[src/rtl/cond_flag_pkg.sv]
`timescale 1ns/1ps
package cond_flag_pkg;
    localparam int COND_W = 4;
    localparam int FLAG_W = 4;

    typedef struct packed {
        logic neg;
        logic zero;
        logic carry;
        logic ovf;
    } flags_t;

    typedef enum logic [COND_W-1:0] {
        CC_EQ = 4'b0000,
        CC_NE = 4'b0001,
        CC_MI = 4'b0100,
        CC_PL = 4'b0101,
        CC_GE = 4'b1010,
        CC_LT = 4'b1011,
        CC_GT = 4'b1100,
        CC_LE = 4'b1101,
        CC_AL = 4'b1110
    } cc_e;

    // Signed-compare helper: N and V agree
    function automatic logic sign_ok(flags_t f);
        return f.neg == f.ovf;
    endfunction

    function automatic logic cc_holds(logic [COND_W-1:0] code, flags_t f);
        logic r;
        case (code)
            CC_EQ:   r = f.zero;
            CC_NE:   r = !f.zero;
            CC_MI:   r = f.neg;
            CC_PL:   r = !f.neg;
            CC_GE:   r = sign_ok(f);
            CC_LT:   r = !sign_ok(f);
            CC_GT:   r = !f.zero && sign_ok(f);
            CC_LE:   r = f.zero || !sign_ok(f);
            CC_AL:   r = 1'b1;
            default: r = 1'b0;
        endcase
        return r;
    endfunction
endpackage

[src/rtl/cc_eval.sv]
`timescale 1ns/1ps
module cc_eval
    import cond_flag_pkg::*;
(
    input  logic [COND_W-1:0] code_i,
    input  flags_t            flags_i,
    output logic              pass_o
);
    always_comb begin
        pass_o = cc_holds(code_i, flags_i);
    end
endmodule

[src/rtl/flag_reg.sv]
`timescale 1ns/1ps
module flag_reg #(
    parameter int W = 4
) (
    input  logic         clk,
    input  logic         rst,
    input  logic         load_i,
    input  logic [W-1:0] d_i,
    output logic [W-1:0] q_o
);
    always_ff @(posedge clk) begin
        if (rst)
            q_o <= '0;
        else if (load_i)
            q_o <= d_i;
    end
endmodule

[src/rtl/cond_flag_unit.sv]
`timescale 1ns/1ps
module cond_flag_unit
    import cond_flag_pkg::*;
(
    input  logic              clk,
    input  logic              rst,
    input  logic              valid_i,
    input  logic [COND_W-1:0] cond_i,
    input  logic              set_flags_i,
    input  logic [FLAG_W-1:0] alu_flags_i,
    output logic              exec_o,
    output logic              flag_n_o,
    output logic              flag_z_o,
    output logic              flag_c_o,
    output logic              flag_v_o
);
    flags_t cur_flags;
    flags_t new_flags;
    logic   pass;
    logic   write_en;

    assign new_flags = flags_t'(alu_flags_i);

    cc_eval u_eval (
        .code_i  (cond_i),
        .flags_i (cur_flags),
        .pass_o  (pass)
    );

    // A write needs a valid instruction that passed and asked for it
    assign write_en = valid_i && pass && set_flags_i;

    flag_reg #(.W(FLAG_W)) u_flags (
        .clk    (clk),
        .rst    (rst),
        .load_i (write_en),
        .d_i    (new_flags),
        .q_o    (cur_flags)
    );

    assign exec_o   = pass;
    assign flag_n_o = cur_flags.neg;
    assign flag_z_o = cur_flags.zero;
    assign flag_c_o = cur_flags.carry;
    assign flag_v_o = cur_flags.ovf;
endmodule

[config.mk]
export PLATFORM = sky130hd
export DESIGN_NAME = cond_flag_unit
export DESIGN_NICKNAME = d
export VERILOG_FILES = /design/src/rtl/cond_flag_pkg.sv /design/src/rtl/cc_eval.sv /design/src/rtl/flag_reg.sv /design/src/rtl/cond_flag_unit.sv
export SDC_FILE = /design/constraint.sdc
export NUM_CORES = 1
export LEC_CHECK = 0
export ABC_AREA = 1
export CORE_AREA = 3 3 40 42
export CTS_CLUSTER_DIAMETER = 100
export CTS_CLUSTER_SIZE = 28
export DETAILED_ROUTE_END_ITERATION = 12
export DIE_AREA = 0 0 43 45
export GPL_TIMING_DRIVEN = 0
export SYNTH_ARGS = -nofsm -noshare
export SYNTH_HDL_FRONTEND = slang
export SYNTH_SLANG_ARGS = --single-unit
[constraint.sdc]
create_clock -name clk -period 1.7 [get_ports clk]
set_clock_uncertainty 0.1 [all_clocks]
set_input_delay 0.34 -clock clk [delete_from_list [all_inputs] [get_ports clk]]
set_output_delay 0.34 -clock clk [all_outputs]
set_load 0.02 [all_outputs]
### Word level (Yosys, flattened, before mapping)

Cells that the tools add are included.

* bits in registers: 4
* output and inout port bits: 5
* input bits: 12
* word-level logic and storage cells: 19

* reduce and logical (&&, ||, !) cells: 8
* equality and inequality tests: 9
* mux-type cells: 1

Operator list (number)
* equality test 4 bit, second input constant: 5
* one-hot mux 1 bit (9 select lines): 1
* equality test 4 x 3 -> 1 bit, second input constant: 2
* equality test 4 x 1 -> 1 bit, second input constant: 1
* zero test 4 bit: 1
* logical AND 1 bit: 3
* zero test 1 bit: 3
* equality test 1 bit: 1
* logical OR 1 bit: 1

### Depth between registers and ports, before layout

Gate-level depths: netlist (run 1).

* depth in word-level cells: 6
* depth in mapped cells: 10
* depth with buffers taken out: 10

### Modules after synthesis

Synthesis (run 1) repeated with hierarchy kept, for this count alone.

* cell total of the unflattened synthesis: 66
* area, all modules: 344.1 µm²

Modules (own cells, without submodules)
* flag_reg: cells each 26, sequential area each 80.1 µm², area an instance 172.7 µm², instances 1
* cc_eval: cells each 37, sequential area each 0.0 µm², area an instance 157.7 µm², instances 1
* cond_flag_unit: cells each 3, sequential area each 0.0 µm², area an instance 13.8 µm², instances 1

### Worst setup path before layout (run 1)

Ideal clock, no wire load.

* kind: register to output
* start: reg u_flags.q_o[0]
* end: out exec_o
* data arrival time: 1.077 ns
* data required time: 1.260 ns
* buffers on the path: 0
* path slack: 0.183 ns
* cell stages (with the launch flop): 8
* cells stage by stage: dfxtp_1 > inv_1 > nand2_1 > nand2_2 > nor2_2 > nand2_1 > o21ai_1 > nand2_2

* cells in the longest elaborated chain, start to end: 4
* elaborated cells between the ends (all ways): 5
* those cells by class: eq/ne: 1; mux: 1; reduce/logical: 3

Ends and longest elaborated chain
* from (decl): line flag_reg.sv:9 `output logic [W-1:0] q_o`
* from (signal assigned): line flag_reg.sv:15 `q_o <= d_i;`
* equality test 1 bit *: line cond_flag_pkg.sv:27 `return f.neg == f.ovf;`
* zero test 1 bit: line cond_flag_pkg.sv:38, cond_flag_pkg.sv:40
* logical OR 1 bit: line cond_flag_pkg.sv:40 `CC_LE: r = f.zero || !sign_ok(f);`
* one-hot mux 1 bit (9 select lines) *: line cond_flag_pkg.sv:32 `case (code)`
* to (decl): line cond_flag_unit.sv:11 `output logic exec_o,`

Mark *: on every way between the ends. The rest lies on a longest branch, timed or not.

### Final worst setup path (run 1)

* start: reg u_flags.q_o[3]
* end: out flag_n_o

RTL lines
* to (decl): line cond_flag_unit.sv:12 `output logic flag_n_o,`

No word-level cell between the ends.

==> impl_metrics.py, run 1 <==
metrics = {
    "timing": {
        "finalMaxSlewViolations": 0,
        "fin_crit_sh_pct": 97.64,
        "relSlewSlack_pct": 85.18,
        "finalWorstSetupSlack_ns": 0.04016,
        "worst_slew_pin_slew_ns": 0.2216,
        "setup_viol": 0,
        "fmax_mhz": 602.5,
        "final-hold-violation-count": 0,
        "rsz0062_at_grt": "true",
        "period_needed_ns": 1.660,
    },
    "routing": {
        "first_pass_iters": 4,
        "totalWireLength_um": 884,
        "drt_iter0_drc": 7,
        "vias_per_cell": 4.420,
        "wl_per_cell_um": 8.840,
        "postRouteAntennaNets": 0,
        "num_vias": 442,
        "drc": 0,
    },
    "worst_setup_path": {
        "end_kind": "output pin",
        "cpLargestDelayFamily": "buffers and inverters",
        "r2r_start": "u_flags.q_o[3]",
        "crit_type": "register to output pin",
        "cp_max_fo": 6,
        "critPathLaunch": "u_flags.q_o[3]",
        "timing.critical_path.arrival_ns": 1.22,
        "start_kind": "register",
        "slowest_delay_ns": 0.61,
        "rrSetupSlack_ns": 0.30,
        "worst-path-buf-inv": 1,
        "crit_required_ns": 1.26,
        "crit_chain": "clkdlybuf4s50_1",
        "slowest_stage": "clkdlybuf4s50_1",
    },
    "place": {
        "portBuffers": 16,
        "dp_hpwl_um": 628,
        "gp_congestion": 0.7696,
        "place_inst": 96,
        "dpl-instance-area_um2": 516.7,
        "pre_cts_slack_ns": -0.7510,
    },
    "job": {
        "drv_cap": 0,
    },
    "clock_tree": {
        "cts_max_level": 1,
        "cts_tree": "built",
        "clockBufferDepth": 2,
        "root_buffer": "clkbuf_4",
        "clk_pin_slew_ns": 0.04,
        "numCtsBuffers": 3,
        "clkSinkCount": 4,
        "clock_latency_ns": 0.23,
    },
    "die": {
        "core_area_um2": 1285,
        "die_y_um": 45,
        "io-pin-count": 17,
        "dieArea_um2": 1935,
        "row_count": 13,
        "start_util_pct": 26.29,
        "dieWidth_um": 43,
    },
    "grt": {
        "grt-ovfl-total": 0,
        "grt_pass1_vias": 399,
        "globalRouteTotalUtil_pct": 9.825,
        "grt_start_max_net_pins": 9,
        "grt_pass1_wl_mm": 1.476,
        "antenna_found_initial": 0,
    },
    "power_and_ir_drop": {
        "clkPwrFrac_pct": 27.2,
        "ir_worst_vdd_mv": 0.5149,
        "powerDensity_nw_per_um2": 728.3,
        "total_power_w": 0.0004301,
        "pwr-share-comb_pct": 45.5,
        "p_leak_nw": 0.3014,
        "switching_share_pct": 36.21,
        "p_seq_share_pct": 27.3,
        "p_int_w": 0.0002743,
        "switchingPower_w": 0.0001557,
    },
    "logic_synthesis": {
        "synth_top_area_share_pct": 23.70,
        "syn_inst": 65,
        "synthesis.nets": 77,
        "synthTopCellsByArea": "dfxtp_1 24%, nand2_1 22%, nand3_1 12%, nor2_1 11%, inv_1 10%",
        "seq_area_frac_synth_pct": 23.70,
        "ys_ff_latch": 4,
        "avgSynthCellArea_um2": 5.197,
        "synth_cell_types": 11,
        "yosys_warnings": 0,
        "synth_largest_area_cell": "dfxtp_1",
        "syn_area_um2": 337.8,
    },
    "cells_and_area": {
        "drive_gt1_share_pct": 28.24,
        "diodes": 0,
        "largest_reg_flops": 4,
        "design_area_um2": 590.6,
        "reg_top3": "u_flags.q_o x4",
        "num-nets-final": 99,
        "area_growth_pct": 74.81,
        "regMostFlops": "u_flags.q_o",
        "fin_cells": 100,
        "finish.utilization_pct": 45.96,
    },
    "status": {
        "status": "complete, no violations",
    },
    "worst_hold_path": {
        "hp-class": "register to register",
        "hold_start": "u_flags.q_o[1]",
    },
}
-- path summary, 6_finish.rpt --
kind,to,depth (start not counted)
setup reg to reg,u_flags.q_o[2],10
setup / recovery,flag_n_o,1
hold reg to reg,u_flags.q_o[1],2
hold / removal,u_flags.q_o[1],2
-- cell type report --
class,count,area (µm²)
Clock buffer,3,22.52
Fill cell,148,694.4
Inverter,13,51.30
Multi-Input combinational cell,48,250.2
Sequential cell,4,87.58
Tap cell,15,18.77
Timing Repair Buffer,17,160.2
-- layout by cell type, fill, tap and decap left out, drive strengths merged --
master / Yosys / routed
nand4: 1 / 1
dlygate4sd2: 0 / 3
clkdlybuf4s15: 0 / 1
o21ai: 1 / 1
nand2: 23 / 23
nand3: 8 / 8
clkdlybuf4s50: 0 / 10
dfxtp: 4 / 4
nor2: 11 / 11
buf: 0 / 2
a21oi: 4 / 4
inv: 13 / 13
clkbuf: 0 / 4
-- synthesized netlist by cell type --
library cell  instances
nand3_1               8
dfxtp_1               4
nand4_1               1
nand2_2               3
nand2_1              20
a21oi_1               4
inv_2                 4
nor2_1               10
nor2_2                1
o21ai_1               1
inv_1                 9
-- power by group through the flow --
stage               combinational, W  sequential, W  clock, W
global route                0.000215       0.000120  0.000130
finish                      0.000196       0.000117  0.000117
floorplan                  0.0000851       0.000125         0
CTS                         0.000176       0.000115  0.000120
global placement            0.000167       0.000116         0
detailed placement          0.000167       0.000116         0
-- cells by family (layout without fill, tap and decap cells) --
| logic type | after synthesis | count (layout) | share of synthesized area [%] |
|---|---|---|---|
| AO/OA/AOI/OAI | 5 | 5 | 7.406 |
| AND/OR/NAND/NOR | 43 | 43 | 54.45 |
| flip-flops | 4 | 4 | 23.70 |
| buffers and inverters | 13 | 33 | 14.44 |
-- through the flow --
step / setup TNS (ns) / hold slack (ns)
after floorplan: 0 / 0.4193
after global placement: -1.329 / 0.3787
after detailed placement: -1.274 / 0.3782
after CTS: -0.008817 / 0.3903
after global routing: -0.03699 / 0.4227
final: 0 / 0.3878
-- what timing repair did --
action                     CTS  global route
pin swaps                    1             4
hold endpoints to repair     0             0
resized for setup           15            16
hold buffers                 0             0
buffers inserted             1             0
setup endpoints to repair    4             1
-- per-layer routing --
metal	up-vias	wire, µm	GRT usage, %
met3	0	76	2.789
met2	16	442	17.96
met4	0	0	3.614
met5	-	0	0
li1	238	-	-
met1	188	364	10.84
(Power assumes the default switching activity.)
==> run 2, diff against run 1 <==
--- a/config.mk
+++ b/config.mk
@@ -6,11 +6,11 @@
 export NUM_CORES = 1
 export LEC_CHECK = 0
 export ABC_AREA = 1
-export CORE_AREA = 3 3 40 42
+export CORE_AREA = 2 2 39 41
 export CTS_CLUSTER_DIAMETER = 100
 export CTS_CLUSTER_SIZE = 28
 export DETAILED_ROUTE_END_ITERATION = 12
-export DIE_AREA = 0 0 43 45
+export DIE_AREA = 0 0 41 43
 export GPL_TIMING_DRIVEN = 0
 export SYNTH_ARGS = -nofsm -noshare
 export SYNTH_HDL_FRONTEND = slang
==> run 2 against run 1 <==
Compared with the run above:
- count of clock-buffer cells in the layout unchanged
- critical path depth unchanged
- clock power about the same
- highest routed layer unchanged
- non-clock buffer count unchanged
- die area decreased by 8.9%
- largest power group unchanged
- global-route usage increased by 0.33 points
- sequential share of layout area increased by 0.13 points
- sequential power about the same
==> impl_metrics.py, run 2 (synthesis results as in run 1) <==
metrics = {
    "cells_and_area": {
        "reg_top3": "u_flags.q_o x4",
        "largest_reg_flops": 4,
        "finish.utilization_pct": 42.31,
        "fill_cells": 154,
        "final_cell_mix": "16 x nand2_1, 10 x clkdlybuf4s50_1, 9 x nor2_1",
        "area_growth_pct": 73.33,
        "drive_gt1_share_pct": 28.24,
        "diodes": 0,
        "regMostFlops": "u_flags.q_o",
        "num-nets-final": 99,
        "final_common_cell": "nand2_1",
        "design_area_um2": 585.6,
    },
    "grt": {
        "grt_pass1_vias": 360,
        "antenna_found_initial": 0,
        "grt-ovfl-total": 0,
        "grt_pass1_wl_mm": 1.248,
        "globalRouteTotalUtil_pct": 10.15,
        "grt_start_max_net_pins": 9,
    },
    "timing": {
        "finalWorstSetupSlack_ns": 0.04415,
        "final-hold-violation-count": 0,
        "fmax_mhz": 603.9,
        "rsz0062_at_grt": "true",
        "worst_slew_pin_slew_ns": 0.2145,
        "fin_crit_sh_pct": 97.40,
        "finalMaxSlewViolations": 0,
        "period_needed_ns": 1.656,
        "setup_viol": 0,
        "relSlewSlack_pct": 85.66,
    },
    "routing": {
        "drt_iter0_drc": 5,
        "postRouteAntennaNets": 0,
        "drc": 0,
        "wl_per_cell_um": 7.723,
        "num_vias": 427,
        "totalWireLength_um": 780,
        "first_pass_iters": 4,
        "vias_per_cell": 4.228,
    },
    "power_and_ir_drop": {
        "powerDensity_nw_per_um2": 725.0,
        "p_leak_nw": 0.2971,
        "total_power_w": 0.0004245,
        "ir_worst_vdd_mv": 0.3655,
    },
    "worst_setup_path": {
        "rrSetupSlack_ns": 0.29,
        "end_kind": "output pin",
        "timing.critical_path.arrival_ns": 1.22,
        "worst-path-buf-inv": 1,
        "cp_max_fo": 6,
        "start_kind": "register",
        "crit_type": "register to output pin",
        "cpLargestDelayFamily": "buffers and inverters",
        "crit_chain": "clkdlybuf4s50_1",
        "slowest_delay_ns": 0.61,
        "crit_required_ns": 1.26,
        "slowest_stage": "clkdlybuf4s50_1",
    },
    "place": {
        "dp_hpwl_um": 606.5,
        "pre_cts_slack_ns": -0.7638,
        "gp_congestion": 0.6517,
        "portBuffers": 16,
        "dpl-instance-area_um2": 518.0,
    },
    "job": {
        "drv_cap": 0,
    },
    "clock_tree": {
        "cts_tree": "built",
        "root_buffer": "clkbuf_4",
        "clockBufferDepth": 2,
        "clk_pin_slew_ns": 0.04,
        "cts_max_level": 1,
        "clkSinkCount": 4,
        "postCtsHoldBufs": 0,
        "numCtsBuffers": 3,
        "clock_latency_ns": 0.23,
    },
    "die": {
        "dieWidth_um": 41,
        "die_y_um": 43,
        "io-pin-count": 17,
        "row_count": 14,
        "core_area_um2": 1384,
        "start_util_pct": 24.41,
        "dieArea_um2": 1763,
    },
    "worst_hold_path": {
        "hp-class": "register to register",
    },
    "status": {
        "status": "complete, no violations",
    },
}
-- run 2: cell types whose count changed in the layout (fill, tap and decap cells not counted) --
cell	change
nand2_4	-1
nand2_2	+1
clkdlybuf4s15_1	-1
dlygate4sd2_1	+1
-- run 2: per-stage QoR --
step           cells  setup TNS [ns]  hold slack, ns
2_1_floorplan     65               0          0.4193
3_3_place_gp      97          -1.307          0.3775
3_5_place_dp      97          -1.363          0.3804
4_1_cts          101               0          0.3939
5_1_grt          101        -0.04457          0.4282
6_report         101               0          0.3866
-- run 2: worst paths after layout --
path,from,cells after the start,endpoint
worst max register to register,u_flags.q_o[3],10,u_flags.q_o[2]
worst min-delay path,u_flags.q_o[1],2,u_flags.q_o[1]
worst min register to register,u_flags.q_o[1],2,u_flags.q_o[1]
worst max-delay path,u_flags.q_o[3],1,flag_n_o
-- run 2: layer usage --
metal | routed length (µm) | GRT usage (%)
met5 | 0 | 0
met4 | 0 | 4.000
met3 | 55 | 3.141
met2 | 356 | 15.94
met1 | 369 | 12.26
-- run 2: report_power, final --
part	switching, W	internal, W	total [W]
registers	0.0000140	0.000104	0.000118
clock network	0.0000348	0.0000787	0.000114
logic	0.000102	0.0000913	0.000193
-- run 2: layout make-up --
class                           instances  area [µm²]  area share [%]
Multi-Input combinational cell         48       245.2           41.88
Tap cell                               16       20.02           3.419
Timing Repair Buffer                   17       158.9           27.14
Clock buffer                            3       22.52           3.846
Inverter                               13       51.30           8.761
Sequential cell                         4       87.58           14.96
-- run 2: what timing repair did --
item,in CTS,in global routing
cloned,0,0
endpoints found under the setup margin,4,1
pin swaps,1,6
gates resized for setup,16,13
setup buffers,1,0
==> run 3, diff against run 2 <==
--- a/config.mk
+++ b/config.mk
@@ -12,6 +12,7 @@
 export DETAILED_ROUTE_END_ITERATION = 12
 export DIE_AREA = 0 0 41 43
 export GPL_TIMING_DRIVEN = 0
+export SLEW_MARGIN = 10
 export SYNTH_ARGS = -nofsm -noshare
 export SYNTH_HDL_FRONTEND = slang
 export SYNTH_SLANG_ARGS = --single-unit
==> results of run 3 <==
Final layout, timing and power as in run 2 (identical DEF).
